`src/rtl/phy_rpd_pkg.sv`:
```
package phy_rpd_pkg;
  typedef enum logic [1:0] {
    CLS_CFG = 2'd0,
    CLS_LL  = 2'd1,
    CLS_LH  = 2'd2,
    CLS_LMX = 2'd3
  } reg_cls_e;

  localparam int NUM_CLS = 4;
  localparam logic [NUM_CLS-1:0] MASK_ALL   = '1;
  localparam logic [NUM_CLS-1:0] MASK_LATCH = MASK_ALL & ~(NUM_CLS'(1) << CLS_CFG);
endpackage

```
`src/rtl/phy_rpd_sync.sv`:
```
module phy_rpd_sync #(
  parameter int STAGES = 2
) (
  input  logic clk_i,
  input  logic arst_ni,
  output logic rel_o
);
  logic [STAGES-1:0] sync_q;

  // assert asynchronously, release through STAGES flops
  always_ff @(posedge clk_i or negedge arst_ni) begin
    if (!arst_ni) sync_q <= '0;
    else          sync_q <= {sync_q[STAGES-2:0], 1'b1};
  end

  assign rel_o = sync_q[STAGES-1];
endmodule

```
`src/rtl/phy_rpd_swrst.sv`:
```
module phy_rpd_swrst #(
  parameter int HOLD = 2
) (
  input  logic clk_i,
  input  logic arst_ni,
  input  logic start_i,
  output logic busy_o,
  output logic done_o
);
  localparam int            CW   = (HOLD > 1) ? $clog2(HOLD) : 1;
  localparam logic [CW-1:0] LAST = CW'(HOLD - 1);

  logic          busy_q;
  logic [CW-1:0] cnt_q;

  always_ff @(posedge clk_i or negedge arst_ni) begin
    if (!arst_ni) begin
      busy_q <= 1'b0;
      cnt_q  <= '0;
    end else if (start_i) begin
      busy_q <= 1'b1;
      cnt_q  <= '0;
    end else if (busy_q) begin
      if (cnt_q == LAST) begin
        busy_q <= 1'b0;
        cnt_q  <= '0;
      end else begin
        cnt_q <= cnt_q + 1'b1;
      end
    end
  end

  assign busy_o = busy_q;
  assign done_o = busy_q & ~start_i & (cnt_q == LAST);
endmodule

```
`src/rtl/phy_rpd_ctrl.sv`:
```
module phy_rpd_ctrl
  import phy_rpd_pkg::*;
#(
  parameter int ADDR_W      = 5,
  parameter int SRST_HOLD   = 2,
  parameter int SYNC_STAGES = 2
) (
  input  logic               clk_i,
  input  logic               rst_ni,
  input  logic               hw_rst_ni,
  input  logic               ctrl_wr_i,
  input  logic               ctrl_wdata_rst_i,
  input  logic               ctrl_wdata_pd_i,
  input  logic [ADDR_W-1:0]  strap_addr_i,
  output logic [NUM_CLS-1:0] reinit_o,
  output logic               addr_load_o,
  output logic [ADDR_W-1:0]  phy_addr_o,
  output logic               ctrl_rst_bit_o,
  output logic               ctrl_pd_bit_o,
  output logic               in_reset_o,
  output logic               pwr_down_o,
  output logic               mac_zero_o,
  output logic               tp_tristate_o
);
  logic arst_n;
  logic hw_rel, hw_rel_q;
  logic run, hard_end;
  logic sw_start, sw_busy, sw_done;
  logic pd_q, pd_d, pd_evt, full_evt;
  logic [NUM_CLS-1:0] reinit_d, reinit_q;
  logic               addr_load_q;
  logic [ADDR_W-1:0]  phy_addr_q;

  assign arst_n = rst_ni & hw_rst_ni;

  phy_rpd_sync #(.STAGES(SYNC_STAGES)) u_sync (
    .clk_i   (clk_i),
    .arst_ni (arst_n),
    .rel_o   (hw_rel)
  );

  // run: released and past the hard-reset exit cycle
  assign run      = hw_rel & hw_rel_q;
  assign hard_end = hw_rel & ~hw_rel_q;
  assign sw_start = run & ctrl_wr_i & ctrl_wdata_rst_i;

  phy_rpd_swrst #(.HOLD(SRST_HOLD)) u_swrst (
    .clk_i   (clk_i),
    .arst_ni (arst_n),
    .start_i (sw_start),
    .busy_o  (sw_busy),
    .done_o  (sw_done)
  );

  assign pd_evt   = run & ~sw_busy & ~sw_start & ctrl_wr_i & ctrl_wdata_pd_i & ~pd_q;
  assign full_evt = hard_end | sw_done;

  always_comb begin
    pd_d = pd_q;
    if (!run || sw_start || sw_busy) pd_d = 1'b0;
    else if (ctrl_wr_i)              pd_d = ctrl_wdata_pd_i;
  end

  for (genvar c = 0; c < NUM_CLS; c++) begin : g_cls
    if (MASK_LATCH[c]) begin : g_latch
      assign reinit_d[c] = full_evt | pd_evt;
    end else begin : g_keep
      assign reinit_d[c] = full_evt;
    end
  end

  always_ff @(posedge clk_i or negedge arst_n) begin
    if (!arst_n) begin
      hw_rel_q    <= 1'b0;
      pd_q        <= 1'b0;
      reinit_q    <= '0;
      addr_load_q <= 1'b0;
      phy_addr_q  <= '0;
    end else begin
      hw_rel_q    <= hw_rel;
      pd_q        <= pd_d;
      reinit_q    <= reinit_d;
      addr_load_q <= hard_end;
      if (hard_end) phy_addr_q <= strap_addr_i;
    end
  end

  assign reinit_o       = reinit_q;
  assign addr_load_o    = addr_load_q;
  assign phy_addr_o     = phy_addr_q;
  assign ctrl_rst_bit_o = sw_busy;
  assign ctrl_pd_bit_o  = pd_q;
  assign in_reset_o     = ~hw_rel | sw_busy;
  assign pwr_down_o     = ~hw_rel | pd_q;
  assign mac_zero_o     = pwr_down_o;
  assign tp_tristate_o  = pwr_down_o;
endmodule

```
`config.mk`:
```
export PLATFORM = sky130hd
export DESIGN_NAME = phy_rpd_ctrl
export DESIGN_NICKNAME = d
export VERILOG_FILES = /design/src/rtl/phy_rpd_pkg.sv /design/src/rtl/phy_rpd_sync.sv /design/src/rtl/phy_rpd_swrst.sv /design/src/rtl/phy_rpd_ctrl.sv
export SDC_FILE = /design/constraint.sdc
export NUM_CORES = 1
export LEC_CHECK = 0
export BUFFER_PORTS_ARGS = -buffer_cell sky130_fd_sc_hd__buf_2
export CAP_MARGIN = 30
export CORE_ASPECT_RATIO = 1.25
export CORE_MARGIN = 3
export CORE_UTILIZATION = 23
export CTS_CLUSTER_SIZE = 40
export DETAILED_ROUTE_END_ITERATION = 10
export HOLD_SLACK_MARGIN = 0.03
export REMOVE_ABC_BUFFERS = 1
export SYNTH_ARGS = -nofsm -noshare
export SYNTH_HDL_FRONTEND = slang
export SYNTH_SLANG_ARGS = --single-unit
```
`constraint.sdc`:
```
create_clock -name clk_i -period 1.3 [get_ports clk_i]
set_clock_uncertainty 0.2 [all_clocks]
set_input_delay 0.39 -clock clk_i [delete_from_list [all_inputs] [get_ports clk_i]]
set_output_delay 0.39 -clock clk_i [all_outputs]
set_load 0.01 [all_outputs]
```
* Word level (Yosys, flattened, before mapping)
Index checks and enable logic that the tools add are counted.
Cells by class: $add $sub $neg 1, mux-type cells 8, bitwise gates (word level) 21, reduce and logical (&&, ||, !) cells 5
Operators with widths (count):
- $and A1 B1 Y1 | 12
- $mux W1 | 8
- $not A1 Y1 | 5
- $or A1 B1 Y1 | 4
- $reduce_bool A2 Y1 | 2
- $logic_or A1 B1 Y1 | 2
- $add A1 B1 Y1 const B | 1
- $logic_not A1 Y1 | 1
Storage, ports and cells: register bits after elaboration 14, logic and storage cells 43

* Longest topological paths before layout
Gate-level depths: netlist of run 1.
depth after elaboration 9, mapped depth 4, mapped depth without buffers 3

* Hierarchy
From an unflattened synthesis of run 1, not the netlist that was laid out.
Unflattened totals: cells, all modules 44, area, all modules 579.3 um2
By module, submodules not included:
- phy_rpd_ctrl | times used 1, cells an instance 33, area each 442.9 um2, seq. area each 250.2 um2
- phy_rpd_swrst | times used 1, cells an instance 8, area each 82.6 um2, seq. area each 50.0 um2
- phy_rpd_sync | times used 1, cells an instance 3, area each 53.8 um2, seq. area each 50.0 um2

* Worst setup path before layout of run 1
No wires, ideal clock.
kind register to output, start point register pd_q, in the netlist ctrl_pd_bit_o, end point output pwr_down_o, arrival time 858 ps, data required time 710 ps, slack -148 ps, stages on the path, launching flop included 3, path buffers 1, cell sequence dfrtp_1 or2b_1 buf_4
Between the ends: longest elaborated chain between the ends 1
Ends and longest elaborated chain:
- start: declaration | line phy_rpd_ctrl.sv:29 | logic pd_q, pd_d, pd_evt, full_evt;
- start signal: assignment | line phy_rpd_ctrl.sv:81 | pd_q <= pd_d;
- $or A1 B1 Y1 | line phy_rpd_ctrl.sv:94 | assign pwr_down_o = ~hw_rel | pd_q;
- end: declaration | line phy_rpd_ctrl.sv:21 | output logic pwr_down_o,
No other way between the ends.

* Worst setup path in the final report of run 1
start point register pd_q, in the netlist ctrl_pd_bit_o, end point output tp_tristate_o
Between the ends: longest elaborated chain between the ends 1
Ends and longest elaborated chain:
- $or A1 B1 Y1 | line phy_rpd_ctrl.sv:94
- end: declaration | line phy_rpd_ctrl.sv:23 | output logic tp_tristate_o
No other way between the ends.

==> flow_metrics.tcl, run 1 <==
set metrics [dict create \
    synth-simple-area-share_pct 11.6 \
    drt_wl_total_um 1140 \
    area_delta_synth_final_pct 52.3 \
    dieArea_mm2 0.00317 \
    drt-initial-drc-count 10 \
    wl_met1_um 475 \
    holdPathStages 2 \
    fp.coreArea_mm2 0.00231 \
    cp_slowest_cell "dfrtp_1" \
    end_kind "primary output" \
    crit_type "reg2out" \
    fmax_ghz 0.616 \
    rows 19 \
    clk_latency_ns 0.26 \
    cts_tree "built" \
    rsz0062_at_grt "true" \
    min_from "strap_addr_i[3]" \
    peakVddDrop_uv 646 \
    h-tree-depth 1 \
    finalMaxSlewViolations 0 \
    synth_area_um2 582 \
    fin_crit_ns 1.62 \
    ios 27 \
    grt_usage_pct 7.45 \
    die_w_um 51.0 \
    status "complete, but fails checks" \
    critical_path.max_fanout 3 \
    fin_ws_ns -0.324 \
    worst_path_largest_cell_delay_ns 0.39 \
    synthCells 43 \
    ys_async_sr_fraction_pct 100 \
    synth_seq_area_share_pct 60.2 \
    ys_warn_count 0 \
    synthAdderAreaFrac_pct 0 \
    r2r_cells 4 \
    leakage_uw 0.000466 \
    clock_path_buffers 2 \
    worstHoldPathType "in2reg" \
    clkSlewWorstSetupHoldPaths_ns 0.07 \
    portBuffers 26 \
    synth_top_family_by_area "multiplexers" \
    ys.flop_type "dfrtp_1" \
    cts-buffers-inserted 3 \
    crit_chain "or2b_1 > buf_2" \
    clock-sinks 14 \
    routed.top_layer "met3" \
    grt_pass1_vias 422 \
    cap_viol_max_count 0 \
    clock-root-buffer "clkbuf_4" \
    initial_utilization_pct 25.2 \
    crit_path_start_kind "register" \
    crit_start "ctrl_pd_bit_o$_DFFE_PN0P_" \
    hold_ws_ns 0.153 \
    arrival_ns 1.03 \
    grt_first_pass_wirelength_um 1800 \
    viasPerCell 3.97 \
    antenna_found_initial 0 \
    place.gp.congestion 0.696 \
    hold_violations 0 \
    synth-compound-area-share_pct 4.73 \
    drive_gt1_share_pct 61.7 \
    drtAntennaViolNets 0 \
    drt_first_pass_iters 3 \
    grt_max_degree 15 \
    power_uw 1080 \
    yosysUniqueCellTypes 18 \
    finalSetupViolCount 22 \
    timing.rr.start "u_sync.sync_q[1]$_DFF_PN0_" \
    synth.mux.area_fraction_pct 12.9 \
    required_ns 0.71 \
    synth_xor_area_share_pct 1.51 \
    wl_met2_um 553 \
    nets 94 \
    fp.dieH_um 62.2 \
    synth_edf_count 0 \
    fin_crit_sh_pct 125 \
    overflow 0 \
    antennaDiodeCount 0 \
    syn_area_per_cell_um2 13.5 \
    drc 0 \
    hpwlAfterDp_um 812 \
    violations "negative setup slack" \
    p_per_area_mw_per_mm2 1220 \
    ys_ff_latch 14 \
    routed-wl-met3_um 108 \
    wire_per_inst_um 10.2 \
    vias 445 \
    final_core_util_pct 38.4 \
]
[report_power, final]
group          switching (uW)  internal (uW)
Combinational             138            175
Sequential               46.3            497
Clock                     116            107
[through the flow]
step	setup slack, ns	std cells	setup TNS (ns)	cell area [um^2]
2_1_floorplan	-0.0474	38	-0.142	541
3_3_place_gp	-0.0117	100	-0.0377	747
3_5_place_dp	-0.0269	100	-0.109	747
4_1_cts	-0.333	109	-2.66	837
5_1_grt	-0.386	112	-3.15	886
6_report	-0.324	112	-2.24	886
[registers in the layout, summed over array words and instances, names as in the netlist]
signal	flops
u_swrst.busy_o	1
ctrl_pd_bit_o	1
reinit_o	2
addr_load_o	1
hw_rel_q	1
phy_addr_o	5
u_swrst.cnt_q	1
u_sync.sync_q	2
[placed cells by master, fill, tap and decap left out, types with 2 or more instances in the layout]
cell type,n
and2_1,2
buf_2,25
buf_4,11
buf_6,2
clkbuf_4,3
dfrtp_1,14
dlygate4sd3_1,2
mux2_4,5
nand2_1,3
nand3_1,2
[worst max-delay path, delay by kind of cell (launching register included)]
| family | cells | cell delay [ns] |
|---|---|---|
| and+or+nand+nor | 1 | 0.24 |
| buffers and inverters | 1 | 0.14 |
| DFF | 1 | 0.39 |
[what timing repair did]
action,4_1_cts,5_1_grt
endpoints found under the setup margin,21,24
resized for setup,3,5
pin swaps,0,1
hold buffers,2,0
buffers inserted,4,5
endpoints found under the hold margin,14,0
cloned,0,0
[per-layer routing]
metal / vias up / global-route usage (%)
met5: - / 0
li1: 214 / -
met1: 213 / 9.16
met3: 0 / 3.35
met4: 0 / 3.03
met2: 18 / 11.1
[synth_stat cells, types with 2 or more instances]
cell      n  area share, %
mux2_4    5             13
dfrtp_1  14             60
and2_1    2            2.2
nand3_1   2            1.7
inv_1     2            1.3
nand2_1   3            1.9
buf_4     4            5.2
[cells by family (layout without fill, tap and decap cells)]
family	after synthesis	count (layout)
DFF	14	14
xor gates and xnor gates	1	1
buffers and inverters	7	45
AOI/OAI and AO/OA	4	4
muxes	5	5
other	1	1
and+or+nand+nor	11	11
[worst paths after layout]
| check | slack, ns | to |
|---|---|---|
| min in group asynchronous | 0.48 | u_sync.sync_q[0]$_DFF_PN0_ |
| worst min-delay path | 0.15 | phy_addr_o[3]$_DFFE_PN0P_ |
| worst min register to register | 0.15 | u_sync.sync_q[1]$_DFF_PN0_ |
| worst max-delay path | -0.32 | tp_tristate_o |
| worst max register to register | -0.02 | reinit_o[1]$_DFF_PN0_ |
| max in group asynchronous | 0.25 | addr_load_o$_DFF_PN0_ |
[final cells by class]
| class | count | area, um^2 |
|---|---|---|
| multi-input cells | 22 | 216 |
| inverters | 2 | 7.51 |
| fillers | 237 | 1420 |
| clock buffers | 3 | 22.5 |
| flip-flops and latches | 14 | 350 |
| repair buffers | 40 | 250 |
| well taps | 31 | 38.8 |
Power figures use the tool's default switching activity.
==> inputs of run 2 (changes only) <==
--- a/constraint.sdc
+++ b/constraint.sdc
@@ -3,3 +3,3 @@
 set_input_delay 0.39 -clock clk_i [delete_from_list [all_inputs] [get_ports clk_i]]
 set_output_delay 0.39 -clock clk_i [all_outputs]
-set_load 0.01 [all_outputs]
+set_load 0.05 [all_outputs]
==> run 2 against run 1 <==
  * The run still ends with negative setup slack left
  * Hold slack got worse by 0.013 ns
  * Clock power rose by 41%
  * Fmax fell by 5.2%
  * Design area rose by 9.0%
  * Die area did not move
  * Critical path depth did not move
  * Sequential power rose by 1%
  * Cell count fell by 0.89%
  * Core utilization rose by 3.5 points
  * Largest cell class unchanged
  * Highest routed layer is now met4
==> flow_metrics.tcl, run 2 (synthesis results as in run 1) <==
set metrics [dict create \
    grt_usage_pct 8.09 \
    hold_violations 0 \
    ios 27 \
    final_common_cell "buf_6" \
    end_kind "primary output" \
    p_per_area_mw_per_mm2 1490 \
    violations "negative setup slack" \
    grtUsageMet1_pct 9.50 \
    leakage_uw 0.000491 \
    fin_crit_ns 1.71 \
    wire_per_inst_um 11.2 \
    grtUsageMet3_pct 2.39 \
    dpl.cell_count 100 \
    grt_pass1_vias 459 \
    vias 444 \
    crit_path_start_kind "register" \
    drt_first_pass_iters 2 \
    antenna_found_initial 0 \
    grt_max_degree 15 \
    arrival_ns 1.12 \
    final_area_um2 966 \
    place.gp.congestion 0.703 \
    viasPerCell 4.00 \
    fp.dieH_um 62.2 \
    cts-buffers-inserted 3 \
    dieArea_mm2 0.00317 \
    fin_ws_ns -0.412 \
    rows 19 \
    area_delta_synth_final_pct 66.0 \
    drive_gt1_share_pct 61.3 \
    rsz0062_at_grt "true" \
    worstHoldPathType "in2reg" \
    required_ns 0.71 \
    drt-initial-drc-count 4 \
    cts_tree "built" \
    critical_path.max_fanout 3 \
    fin_crit_sh_pct 132 \
    drtAntennaViolNets 0 \
    crit_type "reg2out" \
    clk_latency_ns 0.28 \
    clkSlewWorstSetupHoldPaths_ns 0.09 \
    portBuffers 26 \
    final_cell_count_no_fill 111 \
    met2_usage_pct 12.6 \
    largest_register_ffs 5 \
    h-tree-depth 1 \
    fmax_ghz 0.584 \
    nets 92 \
    peakVddDrop_uv 583 \
    finalSetupViolCount 21 \
    finalMaxSlewViolations 0 \
    status "complete, but fails checks" \
    grt_first_pass_wirelength_um 1950 \
    overflow 0 \
    antennaDiodeCount 0 \
    placed_area_um2 747 \
    initial_utilization_pct 25.2 \
    hpwlAfterDp_um 797 \
    final_core_util_pct 41.9 \
    drt_wl_total_um 1250 \
    die_w_um 51.0 \
    grt_busiest_layer "met2" \
    clock_path_buffers 2 \
    clock-sinks 14 \
    layout_common_cells "16 x buf_6, 14 x dfrtp_1, 10 x buf_2" \
    clock-root-buffer "clkbuf_4" \
    drc 0 \
    cap_viol_max_count 0 \
    fp.coreArea_mm2 0.00231 \
]
run 2: changes by cell type in the layout (fill, tap and decap cells not counted), sizes merged:
cell / change
clkbuf: +1
buf: -2
run 2: final timing paths:
| path | start | end | slack [ns] | cells after the start |
|---|---|---|---|---|
| max | ctrl_pd_bit_o$_DFFE_PN0P_ | tp_tristate_o | -0.41 | 2 |
| min | strap_addr_i[1] | phy_addr_o[1]$_DFFE_PN0P_ | 0.14 | 2 |
| max reg2reg | u_sync.sync_q[1]$_DFF_PN0_ | phy_addr_o[0]$_DFFE_PN0P_ | -0.02 | 2 |
| min reg2reg | u_sync.sync_q[0]$_DFF_PN0_ | u_sync.sync_q[1]$_DFF_PN0_ | 0.15 | 0 |
| max in group asynchronous | hw_rst_ni | phy_addr_o[3]$_DFFE_PN0P_ | 0.27 | 4 |
| min in group asynchronous | rst_ni | hw_rel_q$_DFF_PN0_ | 0.46 | 4 |
run 2: cell type report:
| cell class | count | area, um^2 |
|---|---|---|
| Inverter | 2 | 7.51 |
| Timing Repair Buffer | 38 | 333 |
| Clock buffer | 4 | 36.3 |
| Fill cell | 236 | 1340 |
| Tap cell | 31 | 38.8 |
| Sequential cell | 14 | 350 |
| Multi-Input combinational cell | 22 | 200 |
run 2: worst max-delay path, cell delays in order, from the launching register on:
cell and delay [ns]:
dfrtp_1 0.40, or2b_4 0.28, buf_6 0.16
run 2: metrics by stage:
step / TNS [ns] / setup WS [ns] / hold slack (ns) / power, uW
final: -3.42 / -0.412 / 0.140 / 1440
after global routing: -4.34 / -0.457 / 0.137 / 1510
after CTS: -3.55 / -0.424 / 0.134 / 1420
after detailed placement: -0.467 / -0.129 / 0.137 / 989
after global placement: -0.431 / -0.139 / 0.134 / 984
after floorplan: -4.81 / -0.987 / 0.131 / 870
run 2: routing by layer:
| metal | wire [um] | share of wire [%] |
|---|---|---|
| met5 | 0 | 0 |
| met4 | 19 | 1.5 |
| met2 | 618 | 50 |
| met1 | 525 | 42 |
| met3 | 81 | 6.5 |
run 2: timing repair:
| item | 4_1_cts | 5_1_grt |
|---|---|---|
| hold buffers | 2 | 0 |
| setup buffers | 4 | 2 |
| gates cloned | 0 | 0 |
| setup endpoints to repair | 21 | 22 |
| resized for setup | 30 | 7 |
| pin swaps | 0 | 1 |
| endpoints found under the hold margin | 14 | 0 |
run 2: power by group:
| group | switching [uW] | leakage (uW) | internal, uW | total (uW) |
|---|---|---|---|---|
| logic | 329 | 0.000293 | 247 | 576 |
| registers | 53.8 | 0.000177 | 498 | 552 |
| clock network | 143 | 0.0000210 | 170 | 313 |
| total | 526 | 0.000491 | 915 | 1440 |
